--- config.mk ---
export PLATFORM = sky130hd
export DESIGN_NAME = hb_deadtime_ctrl
export DESIGN_NICKNAME = d
export VERILOG_FILES = /design/src/rtl/hbd_pkg.sv /design/src/rtl/hbd_seq.sv /design/src/rtl/hbd_gate_drv.sv /design/src/rtl/hb_deadtime_ctrl.sv
export SDC_FILE = /design/constraint.sdc
export NUM_CORES = 1
export LEC_CHECK = 0
export BUFFER_PORTS_ARGS = -buffer_cell sky130_fd_sc_hd__buf_2
export CAP_MARGIN = 0
export CORE_MARGIN = 8
export CORE_UTILIZATION = 25
export CTS_BUF_LIST = sky130_fd_sc_hd__clkbuf_16
export DETAILED_ROUTE_END_ITERATION = 16
export GPL_ROUTABILITY_DRIVEN = 0
export PLACE_DENSITY = 0.39
export SETUP_SLACK_MARGIN = 0.1
export SLEW_MARGIN = 15
export SYNTH_ARGS = -nofsm -noshare
export SYNTH_HDL_FRONTEND = slang
export SYNTH_SLANG_ARGS = --single-unit
--- constraint.sdc ---
create_clock -name clk -period 2.8 [get_ports clk]
set_clock_uncertainty 0.15 [all_clocks]
set_input_delay 0.56 -clock clk [delete_from_list [all_inputs] [get_ports clk]]
set_output_delay 0.56 -clock clk [all_outputs]
set_load 0.02 [all_outputs]
--- src/rtl/hbd_pkg.sv ---
package hbd_pkg;

    typedef enum logic [2:0] {
        ST_OFF    = 3'd0,
        ST_GAP_HI = 3'd1,
        ST_ON_HI  = 3'd2,
        ST_GAP_LO = 3'd3,
        ST_ON_LO  = 3'd4
    } hbd_state_e;

    localparam int GATE_HI = 0;
    localparam int GATE_LO = 1;
    localparam int N_GATES = 2;

endpackage

--- src/rtl/hbd_seq.sv ---
module hbd_seq
    import hbd_pkg::*;
#(
    parameter int CW = 8
) (
    input  logic          clk,
    input  logic          rst_n,
    input  logic          enabled,
    input  logic          want_hi,
    input  logic [CW-1:0] gap_to_hi,
    input  logic [CW-1:0] gap_to_lo,
    input  logic [CW-1:0] min_on_cyc,
    output logic          hi_on,
    output logic          lo_on
);

    localparam int LW = CW + 1;

    hbd_state_e    state_q, state_d;
    logic [CW-1:0] cnt_q, cnt_d;

    // destination for a transfer towards one side
    function automatic hbd_state_e launch_to(input logic to_hi,
                                             input logic [CW-1:0] g_hi,
                                             input logic [CW-1:0] g_lo);
        if (to_hi) return (g_hi == '0) ? ST_ON_HI : ST_GAP_HI;
        else       return (g_lo == '0) ? ST_ON_LO : ST_GAP_LO;
    endfunction

    always_comb begin
        state_d = state_q;
        cnt_d   = cnt_q;
        if (!enabled) begin
            state_d = ST_OFF;               // kill
            cnt_d   = '0;
        end else begin
            unique case (state_q)
                ST_OFF: begin                // launch
                    state_d = launch_to(want_hi, gap_to_hi, gap_to_lo);
                    cnt_d   = CW'(1);
                end
                ST_GAP_HI: begin
                    if (!want_hi) begin      // cancel
                        state_d = launch_to(1'b0, gap_to_hi, gap_to_lo);
                        cnt_d   = CW'(1);
                    end else if (cnt_q >= gap_to_hi) begin // expire
                        state_d = ST_ON_HI;
                        cnt_d   = CW'(1);
                    end else begin
                        cnt_d = cnt_q + CW'(1);
                    end
                end
                ST_GAP_LO: begin
                    if (want_hi) begin       // cancel
                        state_d = launch_to(1'b1, gap_to_hi, gap_to_lo);
                        cnt_d   = CW'(1);
                    end else if (cnt_q >= gap_to_lo) begin // expire
                        state_d = ST_ON_LO;
                        cnt_d   = CW'(1);
                    end else begin
                        cnt_d = cnt_q + CW'(1);
                    end
                end
                ST_ON_HI: begin
                    if (!want_hi && cnt_q >= min_on_cyc) begin // release
                        state_d = launch_to(1'b0, gap_to_hi, gap_to_lo);
                        cnt_d   = CW'(1);
                    end else if (cnt_q < min_on_cyc) begin
                        cnt_d = cnt_q + CW'(1);
                    end
                end
                ST_ON_LO: begin
                    if (want_hi && cnt_q >= min_on_cyc) begin  // release
                        state_d = launch_to(1'b1, gap_to_hi, gap_to_lo);
                        cnt_d   = CW'(1);
                    end else if (cnt_q < min_on_cyc) begin
                        cnt_d = cnt_q + CW'(1);
                    end
                end
                default: begin
                    state_d = ST_OFF;
                    cnt_d   = '0;
                end
            endcase
        end
    end

    always_ff @(posedge clk or negedge rst_n) begin
        if (!rst_n) begin
            state_q <= ST_OFF;
            cnt_q   <= '0;
        end else begin
            state_q <= state_d;
            cnt_q   <= cnt_d;
        end
    end

    always_comb begin
        hi_on = 1'b0;
        lo_on = 1'b0;
        unique case (state_q)
            ST_ON_HI: hi_on = 1'b1;
            ST_ON_LO: lo_on = 1'b1;
            default: begin
                hi_on = 1'b0;
                lo_on = 1'b0;
            end
        endcase
    end

    // ---------------- checking logic ----------------
    logic [LW-1:0] hi_len_q, lo_len_q;

    always_ff @(posedge clk or negedge rst_n) begin
        if (!rst_n) begin
            hi_len_q <= '0;
            lo_len_q <= '0;
        end else begin
            hi_len_q <= !hi_on ? '0 : ((&hi_len_q) ? hi_len_q : hi_len_q + LW'(1));
            lo_len_q <= !lo_on ? '0 : ((&lo_len_q) ? lo_len_q : lo_len_q + LW'(1));
        end
    end

    a_r6_hi_min_hold: assert property (@(posedge clk) disable iff (!rst_n)
        (hi_on && enabled && (int'(hi_len_q) + 1 < int'(min_on_cyc))) |=> hi_on);

    a_r6_lo_min_hold: assert property (@(posedge clk) disable iff (!rst_n)
        (lo_on && enabled && (int'(lo_len_q) + 1 < int'(min_on_cyc))) |=> lo_on);

    a_r5_hi_prompt_off: assert property (@(posedge clk) disable iff (!rst_n)
        (hi_on && enabled && !want_hi && (int'(hi_len_q) + 1 >= int'(min_on_cyc))) |=> !hi_on);

    a_r5_lo_prompt_off: assert property (@(posedge clk) disable iff (!rst_n)
        (lo_on && enabled && want_hi && (int'(lo_len_q) + 1 >= int'(min_on_cyc))) |=> !lo_on);

    a_r3_gap_before_hi: assert property (@(posedge clk) disable iff (!rst_n)
        (lo_on && gap_to_hi != '0) |=> !hi_on);

    a_r4_gap_before_lo: assert property (@(posedge clk) disable iff (!rst_n)
        (hi_on && gap_to_lo != '0) |=> !lo_on);

    a_r8_off_when_disabled: assert property (@(posedge clk) disable iff (!rst_n)
        !enabled |=> (!hi_on && !lo_on));

endmodule

--- src/rtl/hbd_gate_drv.sv ---
module hbd_gate_drv (
    input  logic gate_on,
    output logic pu_en,
    output logic pd_en
);

    // one path of the pair drives, the other floats
    always_comb begin
        if (gate_on) begin
            pu_en = 1'b1;
            pd_en = 1'b0;
        end else begin
            pu_en = 1'b0;
            pd_en = 1'b1;
        end
    end

endmodule

--- src/rtl/hb_deadtime_ctrl.sv ---
module hb_deadtime_ctrl
    import hbd_pkg::*;
#(
    parameter int CW = 8
) (
    input  logic          clk,
    input  logic          rst_n,
    input  logic          pwm_in,
    input  logic          phase_sel,
    input  logic          drive_en_n,
    input  logic          uv_ok,
    input  logic [CW-1:0] gap_to_hi,
    input  logic [CW-1:0] gap_to_lo,
    input  logic [CW-1:0] min_on_cyc,
    output logic          hs_pu_en,
    output logic          hs_pd_en,
    output logic          ls_pu_en,
    output logic          ls_pd_en
);

    logic               enabled;
    logic               want_hi;
    logic [N_GATES-1:0] gate_on;
    logic [N_GATES-1:0] pu_vec;
    logic [N_GATES-1:0] pd_vec;

    assign enabled = !drive_en_n && uv_ok;
    assign want_hi = phase_sel ? pwm_in : !pwm_in;

    hbd_seq #(.CW(CW)) u_seq (
        .clk        (clk),
        .rst_n      (rst_n),
        .enabled    (enabled),
        .want_hi    (want_hi),
        .gap_to_hi  (gap_to_hi),
        .gap_to_lo  (gap_to_lo),
        .min_on_cyc (min_on_cyc),
        .hi_on      (gate_on[GATE_HI]),
        .lo_on      (gate_on[GATE_LO])
    );

    for (genvar g = 0; g < N_GATES; g++) begin : g_drv
        hbd_gate_drv u_drv (
            .gate_on (gate_on[g]),
            .pu_en   (pu_vec[g]),
            .pd_en   (pd_vec[g])
        );
    end

    assign hs_pu_en = pu_vec[GATE_HI];
    assign hs_pd_en = pd_vec[GATE_HI];
    assign ls_pu_en = pu_vec[GATE_LO];
    assign ls_pd_en = pd_vec[GATE_LO];

    a_r10_pullups_exclusive: assert property (@(posedge clk) disable iff (!rst_n)
        !(hs_pu_en && ls_pu_en));

    a_r1_reset_off: assert property (@(posedge clk) disable iff (!rst_n)
        $rose(rst_n) |-> (hs_pd_en && ls_pd_en && !hs_pu_en && !ls_pu_en));

endmodule

Word level (Yosys, flattened, before mapping)
Cells that the tools add are included.
- add/subtract/negate cells: 1
- $lt $le $gt $ge: 4
- equality and inequality tests: 8
- muxes and demuxes: 27
- reductions and logical operators: 10
- operator list (operator ; count):
    $mux 8 ; 8
    $pmux 8 s5 ; 1
    $mux 3 ; 9
    $ge 8x8->1 ; 3
    $logic_not 8->1 ; 2
    $pmux 3 s5 ; 1
    $add 8x1->8 const B ; 1
    $lt 8x8->1 ; 1
    $ne 4x4->1 const B ; 2
    $mux 1 ; 7
    $eq 3x2->1 const B ; 2
    $ne 3x3->1 const B ; 2
    $reduce_and 4->1 ; 1
    $eq 3x1->1 const B ; 1
    $eq 3x3->1 const B ; 1
    $logic_and 1x1->1 ; 3
    $logic_not 1->1 ; 3
    $logic_not 3->1 ; 1
    $mux 2 ; 1
- register bits: 11
- input port bits: 30
- output and inout bits: 4
- logic and storage cells: 52

Logic depth before layout (Yosys ltp)
Gate-level depths: netlist of the first run.
- depth after elaboration: 7
- mapped depth: 8
- gate-level depth less buffers: 8

Modules after synthesis
From an unflattened synthesis of the first run, not the netlist that was laid out.
- cell total of the unflattened synthesis: 194
- area, all modules: 1649.1 sq um
- by module, submodules not included (module ; instances ; cells each ; area an instance (sq um) ; seq. area each (sq um)):
    hbd_seq ; 1 ; 188 ; 1611.5 ; 275.3
    hbd_gate_drv ; 2 ; 2 ; 11.3 ; 0.0
    hb_deadtime_ctrl ; 1 ; 2 ; 15.0 ; 0.0

Least setup slack after synthesis of the first run
OpenSTA, ideal clock, no wires.
- kind: input port to flip-flop
- start point: input port gap_to_hi[6]
- end point: register u_seq.cnt_q[5]
- library setup time: 0.094 ns
- arrival: 2.260 ns
- required time: 2.556 ns
- path slack: 0.296 ns
- stages on the path: 8
- buffers on the path: 0
- cell sequence: inv_1 ha_1 a21o_1 a2111oi_0 o31ai_1 a21oi_4 o211ai_1 a221oi_2
- longest elaborated chain between the ends: 5
- ends and longest elaborated chain (item ; line ; source):
    start, declared ; hb_deadtime_ctrl.sv:12 ; input logic [CW-1:0] gap_to_hi,
    $ge 8x8->1 ; hbd_seq.sv:46 ; end else if (cnt_q >= gap_to_hi) begin
    $mux 8 ; hbd_seq.sv:46 ;
    $mux 8 ; hbd_seq.sv:43 ; if (!want_hi) begin
    $pmux 8 s5 ; hbd_seq.sv:37 ; unique case (state_q)
    $mux 8 ; hbd_seq.sv:33 ; if (!enabled) begin
    named net u_seq.cnt_d[5] ; hbd_seq.sv:20 ; logic [CW-1:0] cnt_q, cnt_d;
    end signal, assigned ; hbd_seq.sv:94 ; cnt_q <= cnt_d;
    end, declared ; hbd_seq.sv:20 ;
The timed path passes the listed nets, and every way through them passes these cells.
A chain may end at the register's enable or synchronous reset.

Worst setup path in the final report of the first run
- start point: register u_seq.cnt_q[6]
- end point: register u_seq.cnt_q[5]
- longest elaborated chain between the ends: 5
- elaborated cells on any way between the ends: 15
- those cells by class: order compare: 4; mux: 9; reduce/logical: 2
- ends and longest elaborated chain (item ; line):
    $lt 8x8->1, or another cell as far along ; hbd_seq.sv:68, hbd_seq.sv:76
    $mux 8, or another cell as far along ; --
    $mux 8 (on tied branches) ; --
    $pmux 8 s5 (*) ; hbd_seq.sv:37
    $mux 8 (*) ; hbd_seq.sv:33
    named net u_seq.cnt_d[5] ; hbd_seq.sv:20
The timed path passes the listed nets; every way through them passes the cells marked *.

==> flow_metrics.tcl, run 1 <==
set metrics [dict create \
    period_share_pct 91.5 \
    cap_viol_max_count 0 \
    clkPwrFrac_pct 39.6 \
    antenna_found_initial 0 \
    switchingPower_mw 0.204 \
    async_reset_ff_share_pct 100 \
    yosysMostFrequentCell "inv_1" \
    cts_hold_buffers 0 \
    drv_slew 0 \
    ys_ff_latch 11 \
    rsz0062_at_grt "no" \
    finalPower_mw 0.658 \
    cp.arrival_ns 2.56 \
    routed_via_density 4.96 \
    grt_max_degree 12 \
    core_area_mm2 0.00624 \
    p_int_mw 0.454 \
    numCtsBuffers 3 \
    status "finished, final reports clean" \
    cp_max_fo 7 \
    p_sw_share_pct 30.9 \
    synth_top_area_share_pct 19.7 \
    yosys.cell_types.count 46 \
    htree_levels 1 \
    layout.nets 298 \
    fp-row-count 29 \
    first_iter_violations 53 \
    synthFlopType "dfrtp_1" \
    p_leak_nw 0.974 \
    dr_total_vias 1581 \
    cts_tree "yes" \
    avgSynthCellArea_um2 8.32 \
    wire_per_inst_um 15.3 \
    finalCriticalPeriod_ns 2.56 \
    grt_pass1_wl_um 8050 \
    p_seq_share_pct 27.0 \
    min_path_type "input port to asynchronous set/reset pin" \
    finalCoreUtilization_pct 32.8 \
    insertion_delay_ns 0.24 \
    grt.total_usage_pct 11.4 \
    post-dp-hpwl_um 4150 \
    synth-edff-count 0 \
    grt_pass1_vias 1603 \
    worst_pin_slew_ns 0.574 \
    io_pins 34 \
    finalHoldViolations 0 \
    cts.sinks 11 \
    synth-seq-area-share_pct 17.3 \
    root_buffer "clkbuf_16" \
    cp.required_ns 2.80 \
    dieArea_mm2 0.00916 \
    area_growth_pct 28.8 \
    syn_inst 191 \
    die-width_um 95.7 \
    slew_headroom_pct 61.5 \
    drive_gt1_share_pct 28.9 \
    p_per_area_mw_per_mm2 321 \
    max_freq_mhz 390 \
    clockBufferDepth 2 \
    diodes 0 \
    io_buffers 33 \
    setup_violations 0 \
    netlist_area_mm2 0.00159 \
    die_h_um 95.7 \
    synth_common_cells "inv_1 (32), ha_1 (25), nand2_1 (14)" \
    drtPass1Iterations 4 \
    antenna_left 0 \
    comb_power_share_pct 33.5 \
    route.detailed.drc 0 \
    synth_top_area_cell "ha_1" \
    overflow 0 \
    start_util_pct 25.5 \
    drt-total-wl_um 4890 \
    ir_drop_uv 155 \
    synth_nets 246 \
    path_clk_slew_ns 0.04 \
    worst-setup-path-type "flop to flop" \
    end_kind "flop" \
    synthTopCellsByArea "ha_1 (20%), dfrtp_1 (17%), inv_1 (7.6%)" \
    post_cts_buffers 0 \
    yosys_warnings 0 \
    crit_path_start_kind "flop" \
]
-- metrics by stage --
step	instances	instance area (µm²)	hold slack, ns	worst slack (ns)	setup TNS, ns
2_1_floorplan	191	1590	0.114	0.296	0
4_1_cts	319	2040	0.0485	0.147	0
3_3_place_gp	315	1960	0.306	-0.00651	-0.00651
5_1_grt	319	2050	0.0603	0.102	0
6_report	319	2050	0.0429	0.239	0
3_5_place_dp	315	1960	0.307	-0.0156	-0.0156
-- sequential cells by signal, indices dropped and copies added, names as in the netlist --
signal,flops
u_seq.cnt_q,8
u_seq.state_q,3
-- cell usage in the layout, fill, tap and decap left out, types with 5 or more instances in the layout --
master / count
buf_4: 14
dfrtp_1: 9
ha_1: 25
buf_2: 33
a221oi_2: 5
a21oi_1: 13
inv_1: 33
o21ai_0: 9
or4_1: 7
nand2_1: 14
nand4_1: 6
nor2_1: 7
-- worst max-delay path, stage by stage (launching register included) --
cell	delay, ns
dfrtp_2	0.45
ha_1	0.30
a21o_1	0.18
a2111oi_1	0.36
o31ai_1	0.20
buf_4	0.18
a21oi_4	0.22
o211ai_1	0.15
a221oi_2	0.28
-- layer usage --
metal,global-route usage [%],part of all wire (%)
met5,0,0
met4,2.82,1.2
met3,1.87,3.7
met2,19.3,47
met1,14.7,48
-- layout make-up --
| class | instances | area, µm² |
|---|---|---|
| Fill cell | 699 | 4190 |
| Multi-Input combinational cell | 147 | 1180 |
| Timing Repair Buffer | 48 | 290 |
| Sequential cell | 11 | 278 |
| Inverter | 32 | 120 |
| Tap cell | 77 | 96.3 |
| Clock buffer | 3 | 75.1 |
| Clock inverter | 1 | 3.75 |
-- logic make-up (layout without fill, tap and decap cells) --
kind of cell,count (synthesis),count (layout),share of synthesized area [%]
compound gates,64,64,33.2
xor+xnor,2,2,1.58
fa+ha+maj,25,25,19.7
buf+inv,33,84,8.27
flops,11,11,17.3
mux,1,1,0.630
simple gates,55,55,19.3
-- power by group through the flow --
stage	Combinational (mW)	Sequential (mW)	Clock (mW)
final	0.220	0.177	0.260
after floorplan	0.129	0.176	0
after global placement	0.224	0.180	0
after detailed placement	0.222	0.179	0
after CTS	0.223	0.177	0.269
after global routing	0.247	0.178	0.277
-- timing repair --
item / CTS / global route
endpoints found under the hold margin: 0 / 0
endpoints found under the setup margin: 0 / 7
resized for setup: 0 / 3
-- path summary, 6_finish.rpt --
path / from / end / slack [ns] / depth (start not counted)
worst max register to register: u_seq.cnt_q[6] / u_seq.cnt_q[5] / 0.24 / 8
max in group asynchronous: rst_n / u_seq.cnt_q[1] / 2.22 / 1
worst min register to register: u_seq.state_q[2] / u_seq.state_q[2] / 0.48 / 2
min in group clk: drive_en_n / u_seq.state_q[2] / 0.48 / 4
worst max-delay path: u_seq.cnt_q[6] / u_seq.cnt_q[5] / 0.24 / 8
worst min-delay path: rst_n / u_seq.cnt_q[4] / 0.04 / 1
(Power assumes the default switching activity.)
==> inputs of run 2 (changes only) <==
Settings changed: CELL_PAD_IN_SITES_DETAIL_PLACEMENT from default to 1, CELL_PAD_IN_SITES_GLOBAL_PLACEMENT from default to 1, PLACE_DENSITY 0.39 to 0.5.
==> run 2 against run 1 <==
Effect of this change:
- clock-buffer cell count unchanged
- flip-flop and latch count did not move
- via count increased by 2.9%
- first-iteration DRC count rose by 28%
- clock power about the same
- worst setup slack got worse by 0.018 ns
- sequential share of layout area is 0.30 points lower
- register-to-register slack worse by 0.02 ns
- die area stayed put
==> flow_metrics.tcl, run 2 (synthesized netlist as in run 1, its figures left out) <==
set metrics [dict create \
    p_leak_nw 0.991 \
    cp_max_fo 4 \
    end_kind "flop" \
    finalHoldViolations 0 \
    p_sw_share_pct 32.1 \
    die_h_um 95.7 \
    setup_violations 0 \
    cts_hold_buffers 0 \
    io_buffers 33 \
    worst_pin_slew_ns 0.498 \
    reg2reg_to "u_seq.cnt_q[3]" \
    cp.arrival_ns 2.58 \
    max_freq_mhz 388 \
    crit_path_start_kind "flop" \
    fp-row-count 29 \
    cp_common_cell "buf_4" \
    drive_gt1_share_pct 30.3 \
    insertion_delay_ns 0.24 \
    reg.largest.list "u_seq.cnt_q x8, u_seq.state_q x3" \
    htree_levels 1 \
    crit_chain "buf_4 -> ha_1 -> or4_1 -> a21oi_1 -> o31ai_2 -> a211oi_2 -> a31oi_2 -> buf_4 -> a221oi_2" \
    p_per_area_mw_per_mm2 319 \
    period_share_pct 92.1 \
    cap_viol_max_count 0 \
    route.detailed.drc 0 \
    p_int_mw 0.451 \
    antenna_found_initial 0 \
    path_clk_slew_ns 0.04 \
    routed_via_density 5.07 \
    grt_pass1_wl_um 8720 \
    drv_slew 0 \
    cp.required_ns 2.80 \
    comb_power_share_pct 33.5 \
    grt_pass1_vias 1715 \
    status "finished, final reports clean" \
    whs_ns 0.0449 \
    ff2ff_path_depth 9 \
    diodes 0 \
    dr_total_vias 1627 \
    reg2reg_from "u_seq.cnt_q[4]" \
    finalCriticalPeriod_ns 2.58 \
    grt_max_degree 12 \
    largest_reg_flops 8 \
    area_growth_pct 31.1 \
    largest-register "u_seq.cnt_q" \
    drt-total-wl_um 5480 \
    slew_headroom_pct 66.7 \
    numCtsBuffers 3 \
    finalPower_mw 0.664 \
    cp_slowest_stage_delay_ns 0.44 \
    reg2reg_slack_ns 0.22 \
    cp_top_family "compound AO/OA/AOI/OAI gates" \
    start_util_pct 25.5 \
    cts.sinks 11 \
    switchingPower_mw 0.213 \
    finalInstanceArea_mm2 0.00208 \
    grt.total_usage_pct 12.4 \
    crit_buf_inv 2 \
    p_seq_share_pct 27.1 \
    post-dp-hpwl_um 4600 \
    io_pins 34 \
    cts_tree "yes" \
    ir_drop_uv 213 \
    drtPass1Iterations 4 \
    core_area_mm2 0.00624 \
    min_path_type "input port to asynchronous set/reset pin" \
    worst-setup-path-type "flop to flop" \
    overflow 0 \
    root_buffer "clkbuf_16" \
    die-width_um 95.7 \
    antenna_left 0 \
    critical-path-slowest-cell "dfrtp_1" \
    first_iter_violations 68 \
    rsz0062_at_grt "no" \
    clockBufferDepth 2 \
    wire_per_inst_um 17.1 \
    place_area_mm2 0.00196 \
    final_cell_mix "inv_1 (33), buf_2 (33), ha_1 (25)" \
    layout.nets 300 \
    dieArea_mm2 0.00916 \
    clkPwrFrac_pct 39.4 \
]
run 2: area by class of cell:
cell class / count / area, µm²
multi-input cells: 147 / 1220
fillers: 768 / 4160
flip-flops and latches: 11 / 277
repair buffers: 50 / 293
clock inverters: 1 / 3.75
inverters: 32 / 120
clock buffers: 3 / 75.1
well taps: 77 / 96.3
run 2: repair_timing:
item                                    in CTS  in global routing
buffers inserted                             0                  1
endpoints found under the setup margin       0                  8
resized for setup                            0                  7
hold endpoints to repair                     0                  0
run 2: worst max-delay path by stage:
stage	from	to	cells after the start
5_1_grt	u_seq.cnt_q[4]	u_seq.cnt_q[3]	9
6_report	u_seq.cnt_q[4]	u_seq.cnt_q[3]	9
4_1_cts	u_seq.cnt_q[3]	u_seq.state_q[2]	8
3_5_place_dp	gap_to_hi[3]	u_seq.state_q[2]	10
2_1_floorplan	gap_to_hi[6]	u_seq.cnt_q[5]	8
3_3_place_gp	gap_to_hi[6]	u_seq.cnt_q[6]	10
run 2: stage by stage:
step | setup TNS (ns) | cells | util (%) | worst slack [ns]
floorplan | 0 | 191 | - | 0.296
global placement | -0.111 | 316 | 31.4 | -0.0261
detailed placement | -0.431 | 316 | 31.4 | -0.0766
CTS | 0 | 320 | 32.7 | 0.111
global route | 0 | 321 | 33.4 | 0.103
finish | 0 | 321 | 33.4 | 0.221
run 2: worst register-to-register path, stage by stage, from the launching register on:
cell,delay (ns)
dfrtp_1,0.44
buf_4,0.19
ha_1,0.19
or4_1,0.40
a21oi_1,0.19
o31ai_2,0.15
a211oi_2,0.35
a31oi_2,0.07
buf_4,0.17
a221oi_2,0.17
run 2: power groups by stage:
stage	registers [mW]	clock network (mW)	logic [mW]
2_1_floorplan	0.176	0	0.129
3_3_place_gp	0.182	0	0.210
3_5_place_dp	0.182	0	0.213
4_1_cts	0.179	0.271	0.214
5_1_grt	0.181	0.280	0.247
6_report	0.180	0.261	0.222
run 2: routing by layer:
metal  vias to the layer above  GRT usage, %  part of all wire, %
met5                         -             0                    0
met4                         0          1.92                 0.66
met3                         5          2.11                  4.3
met2                        24          20.7                   47
met1                       776          16.4                   48
li1                        822             -                    -
